## config.mk

```make
export PLATFORM = sky130hd
export DESIGN_NAME = pwm16_timer
export DESIGN_NICKNAME = d
export VERILOG_FILES = /design/src/rtl/pwm16_pkg.sv /design/src/rtl/pwm16_prescaler.sv /design/src/rtl/pwm16_counter.sv /design/src/rtl/pwm16_channel.sv /design/src/rtl/pwm16_timer.sv
export SDC_FILE = /design/constraint.sdc
export NUM_CORES = 1
export LEC_CHECK = 0
export BUFFER_PORTS_ARGS = -buffer_cell sky130_fd_sc_hd__buf_2
export CORE_MARGIN = 4
export CORE_UTILIZATION = 45
export CTS_CLUSTER_SIZE = 16
export DETAILED_ROUTE_END_ITERATION = 12
export PLACE_DENSITY = 0.59
export SYNTH_ARGS = -nofsm -noshare
export SYNTH_HDL_FRONTEND = slang
export SYNTH_SLANG_ARGS = --single-unit
```

## constraint.sdc

```tcl
create_clock -name clk -period 6.5 [get_ports clk]
set_input_delay 0.65 -clock clk [delete_from_list [all_inputs] [get_ports clk]]
set_output_delay 0.65 -clock clk [all_outputs]
set_load 0.005 [all_outputs]
```

## src/rtl/pwm16_pkg.sv

```systemverilog
package pwm16_pkg;
  localparam int CNT_W  = 16;
  localparam int PRE_W  = 10;
  localparam int CTRL_W = 12;

  localparam logic [2:0] ADDR_CTRL = 3'd0;
  localparam logic [2:0] ADDR_CMPA = 3'd1;
  localparam logic [2:0] ADDR_PER  = 3'd3;

  typedef enum logic [1:0] {K_NORMAL, K_CTC, K_FAST, K_DUAL} kind_e;
  typedef enum logic [1:0] {S_FIXED, S_CMPA, S_PER}          src_e;
  typedef enum logic [1:0] {U_IMM, U_TOP, U_BOT}             upd_e;

  typedef struct packed {
    kind_e              kind;
    src_e               src;
    upd_e               upd;
    logic [CNT_W-1:0]   fixed_top;
  } mode_t;

  // 8, 9 or 10 bit limit picked by the low two mode bits
  function automatic logic [CNT_W-1:0] fixed_top_of(input logic [3:0] w);
    return (CNT_W'(1) << (7 + int'(w[1:0]))) - CNT_W'(1);
  endfunction

  function automatic mode_t decode_mode(input logic [3:0] w);
    mode_t m;
    m.kind      = K_NORMAL;
    m.src       = S_FIXED;
    m.upd       = U_IMM;
    m.fixed_top = '1;
    case (w)
      4'd1, 4'd2, 4'd3: begin m.kind = K_DUAL; m.upd = U_TOP; m.fixed_top = fixed_top_of(w); end
      4'd4:             begin m.kind = K_CTC;  m.src = S_CMPA; end
      4'd5, 4'd6, 4'd7: begin m.kind = K_FAST; m.upd = U_BOT; m.fixed_top = fixed_top_of(w); end
      4'd8:             begin m.kind = K_DUAL; m.src = S_PER;  m.upd = U_BOT; end
      4'd9:             begin m.kind = K_DUAL; m.src = S_CMPA; m.upd = U_BOT; end
      4'd10:            begin m.kind = K_DUAL; m.src = S_PER;  m.upd = U_TOP; end
      4'd11:            begin m.kind = K_DUAL; m.src = S_CMPA; m.upd = U_TOP; end
      4'd12:            begin m.kind = K_CTC;  m.src = S_PER;  end
      4'd14:            begin m.kind = K_FAST; m.src = S_PER;  m.upd = U_BOT; end
      4'd15:            begin m.kind = K_FAST; m.src = S_CMPA; m.upd = U_BOT; end
      default:          ; // 0 and reserved 13: free count
    endcase
    return m;
  endfunction

  function automatic logic [PRE_W:0] div_of(input logic [2:0] cs);
    case (cs)
      3'd1:    return (PRE_W+1)'(1);
      3'd2:    return (PRE_W+1)'(8);
      3'd3:    return (PRE_W+1)'(64);
      3'd4:    return (PRE_W+1)'(256);
      3'd5:    return (PRE_W+1)'(1024);
      default: return '0;
    endcase
  endfunction

  // non-inverted duty level; compare at/above TOP pins high, zero pins low
  function automatic logic pwm_level(input logic [CNT_W-1:0] cnt,
                                     input logic [CNT_W-1:0] cmp,
                                     input logic [CNT_W-1:0] top);
    return (cmp >= top) || (cnt < cmp);
  endfunction
endpackage

```

## src/rtl/pwm16_prescaler.sv

```systemverilog
module pwm16_prescaler
  import pwm16_pkg::*;
(
  input  logic       clk,
  input  logic       rst_n,
  input  logic [2:0] cs,
  output logic       tick
);
  logic [PRE_W:0]   div;
  logic [PRE_W-1:0] pre;
  logic             run;

  assign div  = div_of(cs);
  assign run  = (div != '0);
  assign tick = run && ({1'b0, pre} >= (div - 1'b1));

  // held at zero while stopped, so a restart begins a full interval
  always_ff @(posedge clk) begin
    if (!rst_n)            pre <= '0;
    else if (!run || tick) pre <= '0;
    else                   pre <= pre + 1'b1;
  end
endmodule

```

## src/rtl/pwm16_counter.sv

```systemverilog
module pwm16_counter
  import pwm16_pkg::*;
(
  input  logic             clk,
  input  logic             rst_n,
  input  logic             tick,
  input  kind_e            kind,
  input  logic [CNT_W-1:0] top,
  output logic [CNT_W-1:0] cnt,
  output logic             dn,
  output logic             at_top,
  output logic             at_bot
);
  logic             at_max;
  logic [CNT_W-1:0] cnt_nx;
  logic             dn_nx;

  assign at_max = (cnt >= top);
  assign at_top = tick && (kind == K_DUAL) && !dn && at_max;
  assign at_bot = tick && (((kind == K_FAST) && at_max) ||
                           ((kind == K_DUAL) && dn && (cnt == '0)));

  always_comb begin
    cnt_nx = cnt;
    dn_nx  = dn;
    if (tick) begin
      dn_nx = 1'b0;
      case (kind)
        K_NORMAL: cnt_nx = cnt + 1'b1;
        K_CTC:    cnt_nx = (cnt == top) ? '0 : cnt + 1'b1;
        K_FAST:   cnt_nx = at_max ? '0 : cnt + 1'b1;
        K_DUAL: begin
          if (!dn) begin
            if (!at_max)           cnt_nx = cnt + 1'b1;
            else if (top == '0)    cnt_nx = '0;
            else begin dn_nx = 1'b1; cnt_nx = top - 1'b1; end
          end else if (cnt == '0) begin
            cnt_nx = (top == '0) ? '0 : CNT_W'(1);
          end else begin
            dn_nx  = 1'b1;
            cnt_nx = cnt - 1'b1;
          end
        end
        default: cnt_nx = cnt;
      endcase
    end
  end

  always_ff @(posedge clk) begin
    if (!rst_n) begin
      cnt <= '0;
      dn  <= 1'b0;
    end else begin
      cnt <= cnt_nx;
      dn  <= dn_nx;
    end
  end
endmodule

```

## src/rtl/pwm16_channel.sv

```systemverilog
module pwm16_channel
  import pwm16_pkg::*;
(
  input  logic             clk,
  input  logic             rst_n,
  input  logic             wr,
  input  logic [CNT_W-1:0] wdata,
  input  upd_e             upd,
  input  kind_e            kind,
  input  logic             tick,
  input  logic             at_top,
  input  logic             at_bot,
  input  logic [CNT_W-1:0] cnt,
  input  logic [CNT_W-1:0] top,
  input  logic [1:0]       com,
  input  logic             mute,
  output logic [CNT_W-1:0] act,
  output logic             xfer,
  output logic             pin
);
  logic [CNT_W-1:0] hold;
  logic             flop;
  logic             pwm;
  logic             lvl;

  assign pwm  = (kind == K_FAST) || (kind == K_DUAL);
  assign xfer = ((upd == U_TOP) && at_top) || ((upd == U_BOT) && at_bot);
  assign lvl  = pwm_level(cnt, act, top);

  always_ff @(posedge clk) begin
    if (!rst_n) begin
      hold <= '0;
      act  <= '0;
    end else begin
      if (wr) hold <= wdata;
      if (wr && (upd == U_IMM)) act <= wdata;
      else if (xfer)            act <= hold;
    end
  end

  always_ff @(posedge clk) begin
    if (!rst_n) flop <= 1'b0;
    else if (tick && !pwm && (cnt == act)) begin
      case (com)
        2'd1:    flop <= ~flop;
        2'd2:    flop <= 1'b0;
        2'd3:    flop <= 1'b1;
        default: flop <= flop;
      endcase
    end
  end

  always_comb begin
    if (pwm) pin = (mute || !com[1]) ? 1'b0 : (lvl ^ com[0]);
    else     pin = (com == 2'd0) ? 1'b0 : flop;
  end
endmodule

```

## src/rtl/pwm16_timer.sv

```systemverilog
module pwm16_timer
  import pwm16_pkg::*;
(
  input  logic             clk,
  input  logic             rst_n,
  input  logic             wr_en,
  input  logic [2:0]       wr_addr,
  input  logic [CNT_W-1:0] wr_data,
  output logic [CNT_W-1:0] count,
  output logic             out_a,
  output logic             out_b
);
  localparam int NCH = 2;

  logic [CTRL_W-1:0] ctrl;
  logic [CNT_W-1:0]  per;
  mode_t             md;
  kind_e             cur_kind;
  src_e              cur_src;
  upd_e              cur_upd;
  logic [CNT_W-1:0]  top_val;
  logic              tick;
  logic              dir_dn;
  logic              at_top;
  logic              at_bot;
  logic [CNT_W-1:0]  act  [NCH];
  logic              xfer [NCH];
  logic              pin  [NCH];
  logic [CNT_W-1:0]  act_b;
  logic              xfer_b;

  always_ff @(posedge clk) begin
    if (!rst_n) begin
      ctrl <= '0;
      per  <= '0;
    end else if (wr_en) begin
      if (wr_addr == ADDR_CTRL) ctrl <= wr_data[CTRL_W-1:0];
      if (wr_addr == ADDR_PER)  per  <= wr_data;
    end
  end

  assign md       = decode_mode(ctrl[3:0]);
  assign cur_kind = md.kind;
  assign cur_src  = md.src;
  assign cur_upd  = md.upd;

  always_comb begin
    case (md.src)
      S_CMPA:  top_val = act[0];
      S_PER:   top_val = per;
      default: top_val = md.fixed_top;
    endcase
  end

  pwm16_prescaler u_pre (
    .clk  (clk),
    .rst_n(rst_n),
    .cs   (ctrl[6:4]),
    .tick (tick)
  );

  pwm16_counter u_cnt (
    .clk   (clk),
    .rst_n (rst_n),
    .tick  (tick),
    .kind  (md.kind),
    .top   (top_val),
    .cnt   (count),
    .dn    (dir_dn),
    .at_top(at_top),
    .at_bot(at_bot)
  );

  for (genvar ch = 0; ch < NCH; ch++) begin : g_ch
    localparam logic [2:0] MY_ADDR = ADDR_CMPA + 3'(ch);
    pwm16_channel u_ch (
      .clk   (clk),
      .rst_n (rst_n),
      .wr    (wr_en && (wr_addr == MY_ADDR)),
      .wdata (wr_data),
      .upd   (md.upd),
      .kind  (md.kind),
      .tick  (tick),
      .at_top(at_top),
      .at_bot(at_bot),
      .cnt   (count),
      .top   (top_val),
      .com   (ctrl[8+2*ch +: 2]),
      .mute  ((ch == 0) && (md.src == S_CMPA)),
      .act   (act[ch]),
      .xfer  (xfer[ch]),
      .pin   (pin[ch])
    );
  end

  assign out_a  = pin[0];
  assign out_b  = pin[1];
  assign act_b  = act[1];
  assign xfer_b = xfer[1];
endmodule

```

# Yosys cells after proc, flatten, opt, wreduce, memory -nomap -nowiden
# Index checks and enable logic that the tools add are counted.
# word_totals
out_inout_bits	18
reg_bits	121
# op_classes
bitwise_logic	5
magnitude_cmp	6
n_mux	31
shifts	1
n_eq_ne	38
addsub	7
reduce_logical	53
# ops
cell	count
$mux W16	11
$pmux W16 S4	1
$pmux W11 S5	1
$eq A16 B16 Y1	3
$ge A16 B16 Y1	3
$logic_not A16 Y1	2
$lt A16 B16 Y1	2
$pmux W16 S2	1
$sub A16 B1 Y16 const B	2
$eq A4 B4 Y1 const B	7
$logic_and A1 B1 Y1	17
$add A16 B1 Y16 const B	1
$eq A2 B2 Y1 const B	8
$eq A4 B3 Y1 const B	4
$shl A1 B4 Y16 const A	1
$sub A16 B2 Y16 const B	1
$reduce_or A7 Y1	2
$eq A3 B2 Y1 const B	4
$mux W1	12
$ge A10 B11 Y1	1
$reduce_bool A11 Y1	1
$sub A11 B1 Y11 const B	1
$add A10 B1 Y10 const B	1
$eq A2 B1 Y1 const B	5
other kinds (21)	49

# Depth between registers and ports, before layout
# logic_depth
depth_word	13
ltp_mapped	21
mapped_depth_nobuf	18

# Cells and area by module
# From an unflattened synthesis, not the netlist that was laid out.
# hier_totals
cells_unflattened	1172
area_unflattened_um2	9193.8
# by_module_without_submodules
mod	cells_per_inst	area_each_um2	instances	seq_area_each_um2
pwm16_channel	262	2140.8	2	660.6
pwm16_counter	382	2700.1	1	340.3
pwm16_timer	179	1437.6	1	540.5
pwm16_prescaler	87	774.5	1	200.2

# Worst setup path before layout
# OpenSTA, ideal clock, no wires.
# synth_timing
path_type	flip-flop to output port
from	register ctrl[3]
to	output port out_b
stages_incl_launch_ff	18
n_path_buf	3
slack_ns	2.031
arrival_ns	3.819
path_cell_list	dfxtp_1 clkbuf_1 nand2_1 o21a_1 ha_1 clkbuf_1 clkbuf_1 a221oi_1 inv_1 ha_1 nand2b_1 a21o_1 a21o_1 a21oi_1 o31ai_1 o2111a_1 or4_1 a41o_1
# synth_between
elab_chain_len	10
# synth_lines
element	line_no	source
from (decl)	pwm16_timer.sv:15	logic [CTRL_W-1:0] ctrl;
from (signal assigned)	pwm16_timer.sv:37	if (wr_addr == ADDR_CTRL) ctrl <= wr_data[CTRL_W-1:0];
$eq A4 B4 Y1 or $eq A4 B3 Y1 (tied branches)	pwm16_pkg.sv:32	case (w)
$reduce_or A4 Y1 (no line)	n/a	
$pmux W2 S2	pwm16_pkg.sv:32	
$eq A2 B2 Y1 or $eq A2 B1 Y1 (tied branches)	pwm16_timer.sv:48	case (md.src)
$pmux W16 S2	pwm16_timer.sv:48	
$ge A16 B16 Y1	pwm16_pkg.sv:63	return (cmp >= top) || (cnt < cmp);
$logic_or A1 B1 Y1	pwm16_pkg.sv:63	
$xor A1 B1 Y1	pwm16_channel.sv:54	if (pwm) pin = (mute || !com[1]) ? 1'b0 : (lvl ^ com[0]);
$mux W1	pwm16_channel.sv:54	
$mux W1 *	pwm16_channel.sv:54	
to (decl)	pwm16_timer.sv:11	output logic out_b
# Mark *: on every way between the ends. The rest lies on a longest branch, timed or not.

# Worst setup path after layout
# layout_timing
from	register ctrl[2]
to	output port out_b
# Same word-level chain as after synthesis.

==> results.py <==
metrics = {
    "synth": {
        "ys_ff_latch": 120,
        "syn_area_mm2": 0.00891,
        "syn_nets": 1279,
        "synth-edff-count": 0,
        "seq_area_frac_synth": 0.269,
        "synth_cells": 1157,
        "syn_avg_cell_area_um2": 7.71,
        "synth_cell_types": 77,
        "async_flop_share": 0,
        "ys.flop_type": "dfxtp_1",
        "synth.area.top_cells": "dfxtp_1 (27%), ha_1 (14%), nand2_1 (7.4%)",
        "yosys_warnings": 0,
        "synth_largest_area_cell": "dfxtp_1",
        "yosys.area.top_type_share": 0.269,
    },
    "die": {
        "initial_utilization": 0.458,
        "dieArea_mm2": 0.0221,
        "die_h_um": 149,
        "rows": 51,
        "core_mm2": 0.0195,
        "ios": 40,
        "dieWidth_um": 149,
    },
    "sta": {
        "fin_tns_setup_ps": 0,
        "grt_setup_unrepaired": "false",
        "period_share": 0.844,
        "worst_pin_slew_ps": 1060,
        "hold_violations": 0,
        "max_freq_mhz": 182,
        "finalClockSkew_ps": 10.0,
        "drv_slew": 0,
        "setup_violations": 0,
        "fin_crit_ps": 5480,
        "slew_headroom": 0.289,
    },
    "global_routing": {
        "grt_pass1_vias": 7982,
        "grt_start_max_net_pins": 83,
        "gr-usage-all-layers": 0.258,
        "overflow": 0,
        "antenna_found_initial": 0,
        "grt_pass1_wl_um": 45100,
    },
    "final_layout": {
        "final_cells": 1433,
        "final_nets": 1277,
        "drive_above_1_share": 0.0908,
        "insertedDiodeCount": 0,
        "area_growth_pct": 9.77,
    },
    "setup_path": {
        "r2r_slack_ps": 1340,
        "r2r_cells": 17,
        "crit_path_max_fanout": 19,
        "timing.rr.start": "ctrl[2]",
        "end_kind": "output pin",
        "crit_buf_inv": 3,
        "crit_slowest_cell": "ha_1",
        "critical-path-max-stage-delay_ps": 680,
        "cp_data_arrival_time_ps": 4830,
        "cp-start-kind": "flip-flop",
        "crit_chain": "inv_1 -> nor2_1 -> nand2_1 -> o21a_1 -> ha_1 -> nor2b_1 -> a31oi_1 -> inv_1 -> ha_1 -> a21oi_1 -> nor2b_1 -> o21ai_0 -> o211a_1 -> o31ai_1 -> o2111a_1 -> or4_1 -> a41o_1 -> buf_2",
        "critPathRequiredTime_ps": 5850,
        "cp_top_family": "compound AO/OA/AOI/OAI gates",
        "r2r_end": "g_ch[1].u_ch.act[5]",
        "critPathKind": "flip-flop to output pin",
    },
    "drt": {
        "drtPass1Iterations": 5,
        "wl_um": 28400,
        "postRouteAntennaNets": 0,
        "post-route-drc-count": 0,
        "wl_per_cell_um": 19.9,
        "drt_iter0_drc": 683,
        "num_vias": 8615,
        "routed_via_density": 6.01,
    },
    "placed_design": {
        "place.gp.congestion": 0.945,
        "dp_cells": 1401,
        "portBuffers": 39,
        "hpwl_um": 20700,
    },
    "clock_tree": {
        "post-cts-setup-buffer-count": 0,
        "cts_root_buf": "clkbuf_16",
        "clkSlewWorstSetupHoldPaths_ps": 50,
        "cts_buffers": 17,
        "hold_buffers": 0,
        "clockBufferDepth": 2,
        "htreeDepth": 4,
        "cts.sinks": 120,
        "ctsResizeCount": 0,
        "cts_tree": "yes",
        "insertion_delay_ps": 420,
    },
    "min_path": {
        "min_to": "g_ch[1].u_ch.hold[4]",
        "holdPathStages": 2,
        "hold_path_class": "flip-flop to flip-flop",
        "hold_start": "g_ch[1].u_ch.hold[4]",
    },
    "power_and_ir_drop": {
        "seqPwrFrac": 0.389,
        "p_int_mw": 1.45,
        "pwr_density_cell_mw_per_mm2": 203,
        "switching_share": 0.270,
        "power_frac_clock": 0.494,
        "power_frac_comb": 0.118,
        "ir_drop_uv": 171,
        "leakagePower_nw": 3.93,
        "switchingPower_mw": 0.537,
    },
    "outcome": {
        "outcome": "finished, final reports clean",
    },
    "job": {
        "maxCapViolCount": 0,
    },
}
flip-flops by register name (all words and copies together), names as in the netlist:
name,flops
g_ch.u_ch.hold,32
g_ch.u_ch.act,32
u_pre.pre,10
u_cnt.dn,1
per,16
u_cnt.cnt,16
g_ch.u_ch.flop,2
ctrl,11
routing by layer:
metal	GRT usage	routed length, um	up-vias	part of all wire
met3	0.0371	1800	36	0.063
met4	0.0764	583	0	0.020
met5	0	0	-	0
met1	0.372	13300	4072	0.47
met2	0.402	12700	279	0.45
li1	-	-	4228	-
cells by family (layout without fill, tap and decap cells):
group | after synthesis | after routing | share of synthesized area
and+or+nand+nor | 420 | 420 | 0.229
AOI/OAI and AO/OA | 343 | 343 | 0.253
buffers and inverters | 131 | 142 | 0.0650
DFF | 120 | 120 | 0.269
adders and majority gates | 101 | 101 | 0.142
xor gates and xnor gates | 39 | 39 | 0.0383
muxes | 3 | 3 | 0.00365
cells in the final DEF, fill, tap and decap left out, types with 16 or more instances in the layout:
| cell type | count |
|---|---|
| a21oi_1 | 117 |
| a22oi_1 | 20 |
| ha_1 | 100 |
| xnor2_1 | 26 |
| a31oi_1 | 32 |
| nor2_1 | 57 |
| inv_1 | 59 |
| clkbuf_16 | 17 |
| nand2_1 | 176 |
| nand3_1 | 53 |
| nor3_1 | 16 |
| nand2b_1 | 16 |
| o21ai_0 | 51 |
| dfxtp_1 | 120 |
| buf_2 | 39 |
| nand4_1 | 21 |
| a21o_1 | 16 |
power groups by stage:
stage          clock (mW)  combinational, mW  sequential (mW)
4_1_cts             0.997              0.230            0.773
3_5_place_dp            0              0.229            0.789
3_3_place_gp            0              0.227            0.789
6_report            0.981              0.234            0.773
5_1_grt              1.03              0.259            0.775
2_1_floorplan           0              0.159            0.778
worst min-delay path, delay by kind of cell (launching register included):
kind / cells / cell delay [ps]
flip-flops: 1 / 310
AND/OR/NAND/NOR: 1 / 50
AO/OA/AOI/OAI: 1 / 50
how the worst max path moves through the flow:
stage,startpoint,end,slack [ps],depth (start not counted)
final,ctrl[2],out_b,1020,18
after global routing,ctrl[2],out_b,770,17
after CTS,ctrl[2],out_b,1050,17
after detailed placement,ctrl[2],g_ch[1].u_ch.act[5],1460,17
after global placement,ctrl[2],g_ch[1].u_ch.act[8],1560,16
after floorplan,ctrl[3],out_b,2030,17
cells in the mapped netlist (20+ instances only):
cell        n
a21oi_1   117
a22oi_1    20
a31oi_1    32
clkbuf_1   49
dfxtp_1   120
ha_1      100
inv_1      59
nand2_1   176
nand3_1    53
nand4_1    21
nor2_1     57
o21ai_0    51
xnor2_1    26
per-stage QoR:
| step | hold slack [ps] | utilization | cell area (um2) | power, mW | setup slack (ps) |
|---|---|---|---|---|---|
| finish | 454 | 0.503 | 9790 | 1.99 | 1020 |
| global route | 465 | 0.503 | 9790 | 2.07 | 766 |
| CTS | 458 | 0.503 | 9790 | 2.00 | 1050 |
| detailed placement | 449 | 0.472 | 9190 | 1.02 | 1460 |
| global placement | 443 | 0.472 | 9190 | 1.02 | 1560 |
| floorplan | 436 | - | 8910 | 0.938 | 2030 |
final cells by class:
type                            instances  area [um2]
Multi-Input combinational cell        906        5940
Sequential cell                       120        2400
Tap cell                              265         332
Inverter                               61         241
Clock buffer                           22         454
Clock inverter                         10         144
Timing Repair Buffer                   49         270
Fill cell                            1947        9680
(Power assumes the default switching activity.)
